===== src/rtl/txq_walker.sv =====
module txq_walker #(
  parameter int LEN_W     = 11,
  parameter int MAX_BUFS  = 128,
  parameter int RING_DESC = 1024,
  parameter int MIN_FRAME = 64,
  parameter int CRC_BYTES = 4
) (
  input  logic        clk,
  input  logic        rst_n,
  input  logic        qptr_we,
  input  logic [31:0] qptr_val,
  input  logic        tx_go,
  output logic        tx_active,
  output logic        used_stop,
  output logic        mem_req,
  output logic        mem_we,
  output logic [31:0] mem_addr,
  output logic [31:0] mem_wdata,
  input  logic        mem_gnt,
  input  logic        mem_rvalid,
  input  logic [31:0] mem_rdata,
  output logic        st_valid,
  input  logic        st_ready,
  output logic [7:0]  st_data,
  output logic        st_last,
  output logic        st_crc,
  input  logic        mac_stat_valid,
  input  logic [2:0]  mac_stat
);
  localparam int PAD_TO = MIN_FRAME - CRC_BYTES;
  localparam int BC_W   = $clog2(MAX_BUFS + 1);
  localparam int RING_W = $clog2(RING_DESC);
  localparam int FB_W   = $clog2(MAX_BUFS * (2 ** LEN_W)) + 1;
  localparam int B_LAST = 15;
  localparam int B_NOCRC = 16;
  localparam int B_WRAP = 30;
  localparam int B_USED = 31;

  typedef enum logic [3:0] {
    S_IDLE, S_RCTL, S_RADR, S_RDAT, S_SEND, S_NXT, S_PAD, S_FLUSH, S_MAC, S_WB
  } st_t;

  st_t               state, fin_st;
  logic [31:0]       base, cur, first_ptr, ba, word, nxt_ptr;
  logic [RING_W-1:0] ring_cnt, nxt_ring;
  logic [BC_W-1:0]   buf_cnt;
  logic [LEN_W-1:0]  cur_len;
  logic [FB_W-1:0]   frame_bytes;
  logic [26:0]       first_lo;
  logic              first_wrap, cur_last, cur_wrap, crc_on, abort, rd_out;
  logic              pend_v;
  logic [7:0]        pend_d, byte_sel, nb;
  logic [2:0]        err;
  logic              rd_state, rdone, wrap_sel, roll, need_pad, emit_go;

  assign tx_active = (state != S_IDLE);
  assign rd_state  = (state == S_RCTL) || (state == S_RADR) || (state == S_RDAT);
  assign mem_req   = (rd_state && !rd_out) || (state == S_WB);
  assign mem_we    = (state == S_WB);
  assign mem_wdata = {1'b1, first_wrap, err, first_lo};
  assign rdone     = rd_state && rd_out && mem_rvalid;

  always_comb begin
    unique case (state)
      S_RCTL:  mem_addr = cur + 32'd4;
      S_RADR:  mem_addr = cur;
      S_RDAT:  mem_addr = {ba[31:2], 2'b00};
      S_WB:    mem_addr = first_ptr + 32'd4;
      default: mem_addr = 32'd0;
    endcase
  end

  assign wrap_sel = (state == S_RCTL) ? mem_rdata[B_WRAP] : cur_wrap;
  assign roll     = wrap_sel || (ring_cnt == RING_W'(RING_DESC - 1));
  assign nxt_ptr  = roll ? base : cur + 32'd8;
  assign nxt_ring = roll ? '0 : ring_cnt + 1'b1;

  always_comb begin
    unique case (ba[1:0])
      2'd0: byte_sel = word[7:0];
      2'd1: byte_sel = word[15:8];
      2'd2: byte_sel = word[23:16];
      default: byte_sel = word[31:24];
    endcase
  end

  assign nb       = (state == S_PAD) ? 8'h00 : byte_sel;
  assign emit_go  = ((state == S_SEND) || (state == S_PAD)) && (!pend_v || st_ready);
  assign need_pad = crc_on && (frame_bytes < FB_W'(PAD_TO));
  assign fin_st   = need_pad ? S_PAD : (pend_v ? S_FLUSH : S_WB);

  assign st_valid = pend_v && ((state == S_SEND) || (state == S_PAD) || (state == S_FLUSH));
  assign st_data  = pend_d;
  assign st_last  = (state == S_FLUSH);
  assign st_crc   = st_last && crc_on && !abort;

  always_ff @(posedge clk or negedge rst_n) begin
    if (!rst_n) begin
      state       <= S_IDLE;
      base        <= '0;
      cur         <= '0;
      first_ptr   <= '0;
      ba          <= '0;
      word        <= '0;
      ring_cnt    <= '0;
      buf_cnt     <= '0;
      cur_len     <= '0;
      frame_bytes <= '0;
      first_lo    <= '0;
      first_wrap  <= 1'b0;
      cur_last    <= 1'b0;
      cur_wrap    <= 1'b0;
      crc_on      <= 1'b0;
      abort       <= 1'b0;
      rd_out      <= 1'b0;
      pend_v      <= 1'b0;
      pend_d      <= '0;
      err         <= '0;
      used_stop   <= 1'b0;
    end else begin
      if (rd_state && mem_req && mem_gnt) rd_out <= 1'b1;
      if (rdone) rd_out <= 1'b0;

      if (emit_go) begin
        pend_v      <= 1'b1;
        pend_d      <= nb;
        frame_bytes <= frame_bytes + 1'b1;
      end

      unique case (state)
        S_IDLE: begin
          if (qptr_we) begin
            base     <= qptr_val;
            cur      <= qptr_val;
            ring_cnt <= '0;
          end
          if (tx_go) begin
            state     <= S_RCTL;
            used_stop <= 1'b0;
            buf_cnt   <= '0;
            abort     <= 1'b0;
          end
        end
        S_RCTL: if (rdone) begin
          if (buf_cnt == '0 && mem_rdata[B_USED]) begin
            state     <= S_IDLE;
            used_stop <= 1'b1;
          end else if (abort || buf_cnt == BC_W'(MAX_BUFS)) begin
            abort    <= 1'b1;
            err      <= 3'b100;
            cur      <= nxt_ptr;
            ring_cnt <= nxt_ring;
            if (mem_rdata[B_LAST]) state <= pend_v ? S_FLUSH : S_WB;
          end else begin
            if (buf_cnt == '0) begin
              first_ptr   <= cur;
              first_lo    <= mem_rdata[26:0];
              first_wrap  <= mem_rdata[B_WRAP];
              crc_on      <= !mem_rdata[B_NOCRC];
              err         <= '0;
              frame_bytes <= '0;
            end
            cur_len  <= mem_rdata[LEN_W-1:0];
            cur_last <= mem_rdata[B_LAST];
            cur_wrap <= mem_rdata[B_WRAP];
            state    <= S_RADR;
          end
        end
        S_RADR: if (rdone) begin
          ba    <= mem_rdata;
          state <= (cur_len == '0) ? S_NXT : S_RDAT;
        end
        S_RDAT: if (rdone) begin
          word  <= mem_rdata;
          state <= S_SEND;
        end
        S_SEND: if (emit_go) begin
          ba      <= ba + 32'd1;
          cur_len <= cur_len - 1'b1;
          if (cur_len == LEN_W'(1))  state <= S_NXT;
          else if (ba[1:0] == 2'd3)  state <= S_RDAT;
        end
        S_NXT: begin
          cur      <= nxt_ptr;
          ring_cnt <= nxt_ring;
          buf_cnt  <= buf_cnt + 1'b1;
          state    <= cur_last ? fin_st : S_RCTL;
        end
        S_PAD: if (emit_go && frame_bytes >= FB_W'(PAD_TO - 1)) state <= S_FLUSH;
        S_FLUSH: if (st_ready) begin
          pend_v <= 1'b0;
          state  <= abort ? S_WB : S_MAC;
        end
        S_MAC: if (mac_stat_valid) begin
          err   <= mac_stat;
          state <= S_WB;
        end
        S_WB: if (mem_gnt) begin
          state   <= S_RCTL;
          buf_cnt <= '0;
          abort   <= 1'b0;
        end
        default: state <= S_IDLE;
      endcase
    end
  end
endmodule


===== config.mk =====
export PLATFORM = sky130hd
export DESIGN_NAME = txq_walker
export DESIGN_NICKNAME = d
export VERILOG_FILES = /design/src/rtl/txq_walker.sv
export SDC_FILE = /design/constraint.sdc
export NUM_CORES = 1
export LEC_CHECK = 0
export CAP_MARGIN = 20
export CORE_MARGIN = 8
export CORE_UTILIZATION = 34
export CTS_CLUSTER_SIZE = 24
export DETAILED_ROUTE_END_ITERATION = 10
export GPL_TIMING_DRIVEN = 0
export PLACE_DENSITY = 0.54
export SLEW_MARGIN = 40
export SYNTH_ARGS = -nofsm -noshare
export SYNTH_HDL_FRONTEND = slang
export SYNTH_SLANG_ARGS = --single-unit
export TNS_END_PERCENT = 20

===== constraint.sdc =====
create_clock -name clk -period 4.6 [get_ports clk]
set_clock_uncertainty 0.2 [all_clocks]
set_input_delay 0.92 -clock clk [delete_from_list [all_inputs] [get_ports clk]]
set_output_delay 0.92 -clock clk [all_outputs]
set_load 0.01 [all_outputs]

# Word-level counts from Yosys, hierarchy flattened
# Cells that the tools add are included.
[op_classes] shifts=0 div=0 mul=0 n_mux=73 reduce_logical=49 bitwise_logic=2 add_sub_neg=8 magnitude_cmp=2 eq_ne=32
[ops] operator="$mux 32" n=7
[ops] operator="$pmux 32 s4" n=1
[ops] operator="$mux 19" n=6
[ops] operator="$pmux 32 s3" n=1
[ops] operator="$mux 4" n=17
[ops] operator="$add 32x3->32 const B" n=2
[ops] operator="$pmux 32 s2" n=1
[ops] operator="$mux 10" n=5
[ops] operator="$pmux 8 s3" n=2
[ops] operator="$mux 11" n=4
[ops] operator="$pmux 4 s10" n=1
[ops] operator="$add 32x1->32 const B" n=1
[ops] operator="$add 32x4->32 const B" n=1
[ops] operator="$pmux 10 s3" n=1
[ops] operator="$mux 8" n=3
[ops] operator="$pmux 11 s2" n=1
[ops] operator="$ne 2x2->1 const B" n=10
[ops] operator="$reduce_and 5->1" n=4
[ops] operator="$add 19x1->19 const B" n=1
[ops] operator="$ge 19x6->1 const B" n=1
[ops] operator="$lt 19x6->1 const B" n=1
[ops] operator="$mux 3" n=6
[ops] operator="$eq 4x3->1 const B" n=4
[ops] operator="$mux 1" n=14
[ops] operator="other kinds (33)" n=71
[totals] ram_bits=0 rom_bits=0 output_inout_bits=79 latch_bits=0 n_memories=0 elab_cells=187 reg_bits=258

# Longest topological paths before layout
[logic_depth] depth_word=9 ltp_mapped=16

# Least setup slack after synthesis
# No wires, ideal clock.
[synth_timing] kind="register -> output" start="reg state[1]" end="out mem_addr[16]" t_arrival_ns=2.882 slack_ns=0.598 path_buffers=5 path_stages_with_launch=17 cell_sequence="dfrtp_1 buf_2 nand4bb_1 inv_1 buf_2 buf_2 buf_2 nand2_1 nand2_1 ha_1 and4_1 and3_1 or2_2 clkbuf_1 nand3_1 xnor2_1 o21ai_0"
[synth_via] elab_chain_cells=2 word_cells_on_any_way=5 classes_between="eq/ne: 4; mux: 1"
[synth_rtl] item="start: declaration" line_no="43" rtl="st_t state, fin_st;"
[synth_rtl] item="start signal: assignment" line_no="153" rtl="if (mem_rdata[B_LAST]) state <= pend_v ? S_FLUSH : S_WB;"
[synth_rtl] item="start signal: assignment" line_no="171" rtl="state <= (cur_len == '0) ? S_NXT : S_RDAT;"
[synth_rtl] item="start signal: assignment" line_no="187" rtl="state <= cur_last ? fin_st : S_RCTL;"
[synth_rtl] item="$eq 4x4->1"
[synth_rtl] item="named net mem_we" line_no="16" rtl="output logic mem_we,"
[synth_rtl] item="$pmux 32 s4" line_no="64" rtl="unique case (state)"
[synth_rtl] item="end: declaration" line_no="17" rtl="output logic [31:0] mem_addr,"
# The timed path passes the listed nets, and every way through them passes these cells.

# Worst setup path after layout
[layout_timing] start="reg cur[7]" end="out mem_addr[19]"
[layout_via] elab_chain_cells=2
[layout_rtl] item="start: declaration" line_no="44" rtl="logic [31:0] base, cur, first_ptr, ba, word, nxt_ptr;"
[layout_rtl] item="start signal: assignment" line_no="134" rtl="cur <= qptr_val;"
[layout_rtl] item="start signal: assignment" line_no="151" rtl="cur <= nxt_ptr;"
[layout_rtl] item="start signal: assignment" line_no="184" rtl="cur <= nxt_ptr;"
[layout_rtl] item="$add 32x3->32" line_no="65" rtl="S_RCTL: mem_addr = cur + 32'd4;"
[layout_rtl] item="$pmux 32 s4" line_no="64"
# Every way passes these cells.

==> metrics.md <==
| Metric | Value |
|---|---|
| Antenna Violating Nets Remaining | 0 |
| Startpoint types | flip-flop |
| Avg Vias per Cell | 5.63 |
| RSZ-0062 raised after global routing | true |
| Vias after detailed routing | 13400 |
| Number of CTS-inserted buffers | 30 |
| Worst path max stage delay | 0.59 ns |
| Finished Cell Area | 18400 um^2 |
| Synth Register Bits | 258 |
| Pint | 7380 uW |
| Post-Place Cells | 2308 |
| Die Y | 223 um |
| Kind of critical path | reg -> out |
| Initial antenna violation count | 1 |
| Clock power frac | 19.6% |
| Clock Sinks | 258 |
| WP data required | 3.48 ns |
| Crit path max fanout | 10 |
| FMAX | 215 MHz |
| Die Span X | 223 um |
| Port Buffers | 152 |
| Yosys warning total | 0 |
| Drt total wl | 52.7 mm |
| Synth Cell Area | 14600 um^2 |
| Top cell type's share of synthesized area | 44.3% |
| H-tree Lvls | 1 |
| Post-synth top cells | dfrtp_1 (258), nand2_1 (235), o21ai_0 (122), nor2_1 (119), a21oi_1 (107) |
| Initial core utilization | 34.2% |
| Failing checks | setup timing |
| Min-Delay Path Class | reg -> reg |
| Final Max Slew Viols | 0 |
| CP Capture Type | output port |
| Final net count | 1897 |
| Net Sw Power | 5690 uW |
| Finished Layout Cells | 2380 |
| Area leader, netlist | dfrtp_1 |
| Fraction of layout instances using a drive strength above 1 | 15.6% |
| Most used DFF post-synth | dfrtp_1 |
| Static leakage | 0.00750 uW |
| Clk root buf | clkbuf_16 |
| Max-cap viol count | 0 |
| Sequential power share | 31.8% |
| Worst vdd ir | 0.000329 V |
| Top delay family on crit path | simple AND/OR/NAND/NOR gates |
| Area Overhead vs Synth | 26.5% |
| Reg-to-Reg Start | state[1] |
| Post-place setup slack | -1.11 ns |
| Core area | 42700 um^2 |
| Ant. Diodes | 0 |
| Post-DP Area | 16900 um^2 |
| Min cycle time layout | 4.64 ns |
| Drt pass-1 iters | 5 |
| Synthesized area per cell | 9.08 um^2 |
| Period utilization | 101% |
| Fin worst setup slack | -0.0448 ns |
| Worst Reg-to-Reg Cells | 10 |
| Worst path buffer plus inverter count | 2 |
| First-pass GRT wire length | 82.5 mm |
| Pwr/cell area | 709 nW/um^2 |
| Async set-reset flop share out of synthesis | 100% |
| Vias in the first global route | 13500 |
| Total power | 13100 uW |
| Actual slew at the worst max-slew pin | 0.811 ns |
| Final Hold Viols | 0 |
| Slew headroom | 46.0% |
| # IOs | 154 |
| Distinct cells, synth | 72 |
| Hold path cells | 2 |
| Critical Path AT | 3.52 ns |
| Clock latency on the worst-skew pair | 0.60 ns |
| Max Root-Sink Buffers | 3 |
| # setup viols final | 1 |
| R2r setup slk | 0.69 ns |
| DPL Wire Length | 38.9 mm |
| Synth Instances | 1606 |
| Die area | 49800 um^2 |
| Top post-synthesis cells by area | dfrtp_1 (44%), mux2_2 (7.3%), nand2_1 (6.0%), o21ai_0 (4.2%), a21oi_1 (3.7%) |
| Outcome | finished with violations |
| Logic pwr share | 48.6% |
| # DRC | 0 |
| Hold Crit Endpoint | base[13] |
| Worst min-delay path startpoint | base[13] |
| Count leader, synth | dfrtp_1 |
| Row count | 76 |
| CP max stage cell | clkdlybuf4s50_1 |
| EDFF count, synth | 0 |
| Final Wtd Congestion | 0.916 |
| Sequential cell area fraction in the yosys report | 44.3% |
| Largest net degree at the start of global routing | 73 |
| Switching Fraction | 43.5% |
| Average wire per standard cell | 22.1 um |
| Critical Path, Cell by Cell | clkbuf_1 > and3_1 > and4_1 > nor2_1 > or3b_2 > xnor2_1 > o21ai_2 > clkdlybuf4s50_1 |
| Global route overflow | 0 |
| Reg clk slew, reported paths | 0.06 ns |
| Reg2reg end | cur[10] |
| Syn_nets | 1693 |
| CTS tree | yes |
| Tot GR Track Use | 20.8% |
| Initial DRC count | 1171 |
## layer usage
metal | wire, um | track usage, % | vias up
li1 | - | - | 6244
met1 | 23200 | 27.5 | 6603
met2 | 25000 | 35.0 | 463
met3 | 3100 | 3.30 | 82
met4 | 1470 | 5.46 | 0
met5 | 0 | 0 | -
## tightest hold or removal path: cells and delay by family, from the launching register on
family / cells / cell delay (ns)
flops: 1 / 0.34
simple gates: 2 / 0.10
## kinds of logic after synthesis
family	after synthesis	synth area share, %
multiplexers	128	9.64
buffers and inverters	137	3.83
AND/OR/NAND/NOR	581	18.9
flip-flops	258	44.3
XOR/XNOR	61	3.66
AO/OA/AOI/OAI	428	18.6
other	1	0.0257
adder cells (fa/ha/maj)	12	1.03
## power by group through the flow
| stage | registers, uW | logic, uW | clock network [uW] |
|---|---|---|---|
| after floorplan | 3870 | 3750 | 0 |
| after global placement | 4070 | 6150 | 0 |
| after detailed placement | 4090 | 6230 | 0 |
| after CTS | 4100 | 6280 | 2630 |
| after global routing | 4290 | 6890 | 2720 |
| final | 4150 | 6350 | 2570 |
## worst max-delay path by stage
stage              endpoint  slack, ns  startpoint  cells after the start
2_1_floorplan  mem_addr[16]       0.60    state[1]                     16
3_3_place_gp       base[26]      -9.34       rst_n                      1
3_5_place_dp   mem_addr[12]      -1.11    state[1]                     16
4_1_cts        mem_addr[15]      -0.05    state[1]                      7
5_1_grt        mem_addr[19]      -0.11      cur[7]                      8
6_report       mem_addr[19]      -0.04      cur[7]                      8
## metrics by stage
stage | hold slack, ns | utilization (%) | setup TNS (ns)
finish | 0.271 | 43.2 | -0.0448
global route | 0.297 | 43.2 | -0.445
CTS | 0.275 | 42.9 | -0.106
detailed placement | 0.260 | 39.6 | -11.24
global placement | 0.258 | 39.3 | -2416.45
floorplan | 0.237 | - | 0
## sequential cells by signal, indices dropped and copies added (netlist names), 4 cells and up
name         flops
state            4
first_lo        27
frame_bytes     19
cur_len         11
base            32
cur             32
first_ptr       32
st_data          8
word            32
ring_cnt        10
ba              32
buf_cnt          8
## cells in the final DEF, fill, tap and decap left out, types with 29 or more instances in the layout
cell type,count
clkdlybuf4s50_1,138
dfrtp_1,256
nand3_1,51
clkbuf_1,59
nor3_1,30
a21oi_1,107
xnor2_1,31
a22oi_1,31
mux2i_1,29
clkbuf_16,30
o21ai_0,103
nor2_1,117
nand2_1,230
buf_2,30
mux2_2,94
and3_1,32
## what timing repair did
item                       in CTS  in global routing
cloned                          0                  0
hold endpoints to repair       22                  0
hold buffers                    1                  0
buffers inserted               17                  5
pin swaps                      16                 18
resized for setup             110                 49
setup endpoints to repair      29                 25
## area by class of cell
class | count | area, um^2
clock buffer | 40 | 888
buffer | 108 | 537
sequential | 258 | 6460
clock inverter | 16 | 198
tap | 546 | 683
timing repair buffer | 179 | 1750
inverter | 22 | 85.1
fill | 4226 | 24300
multi-input combinational | 1211 | 7840
Power figures use the tool's default switching activity.
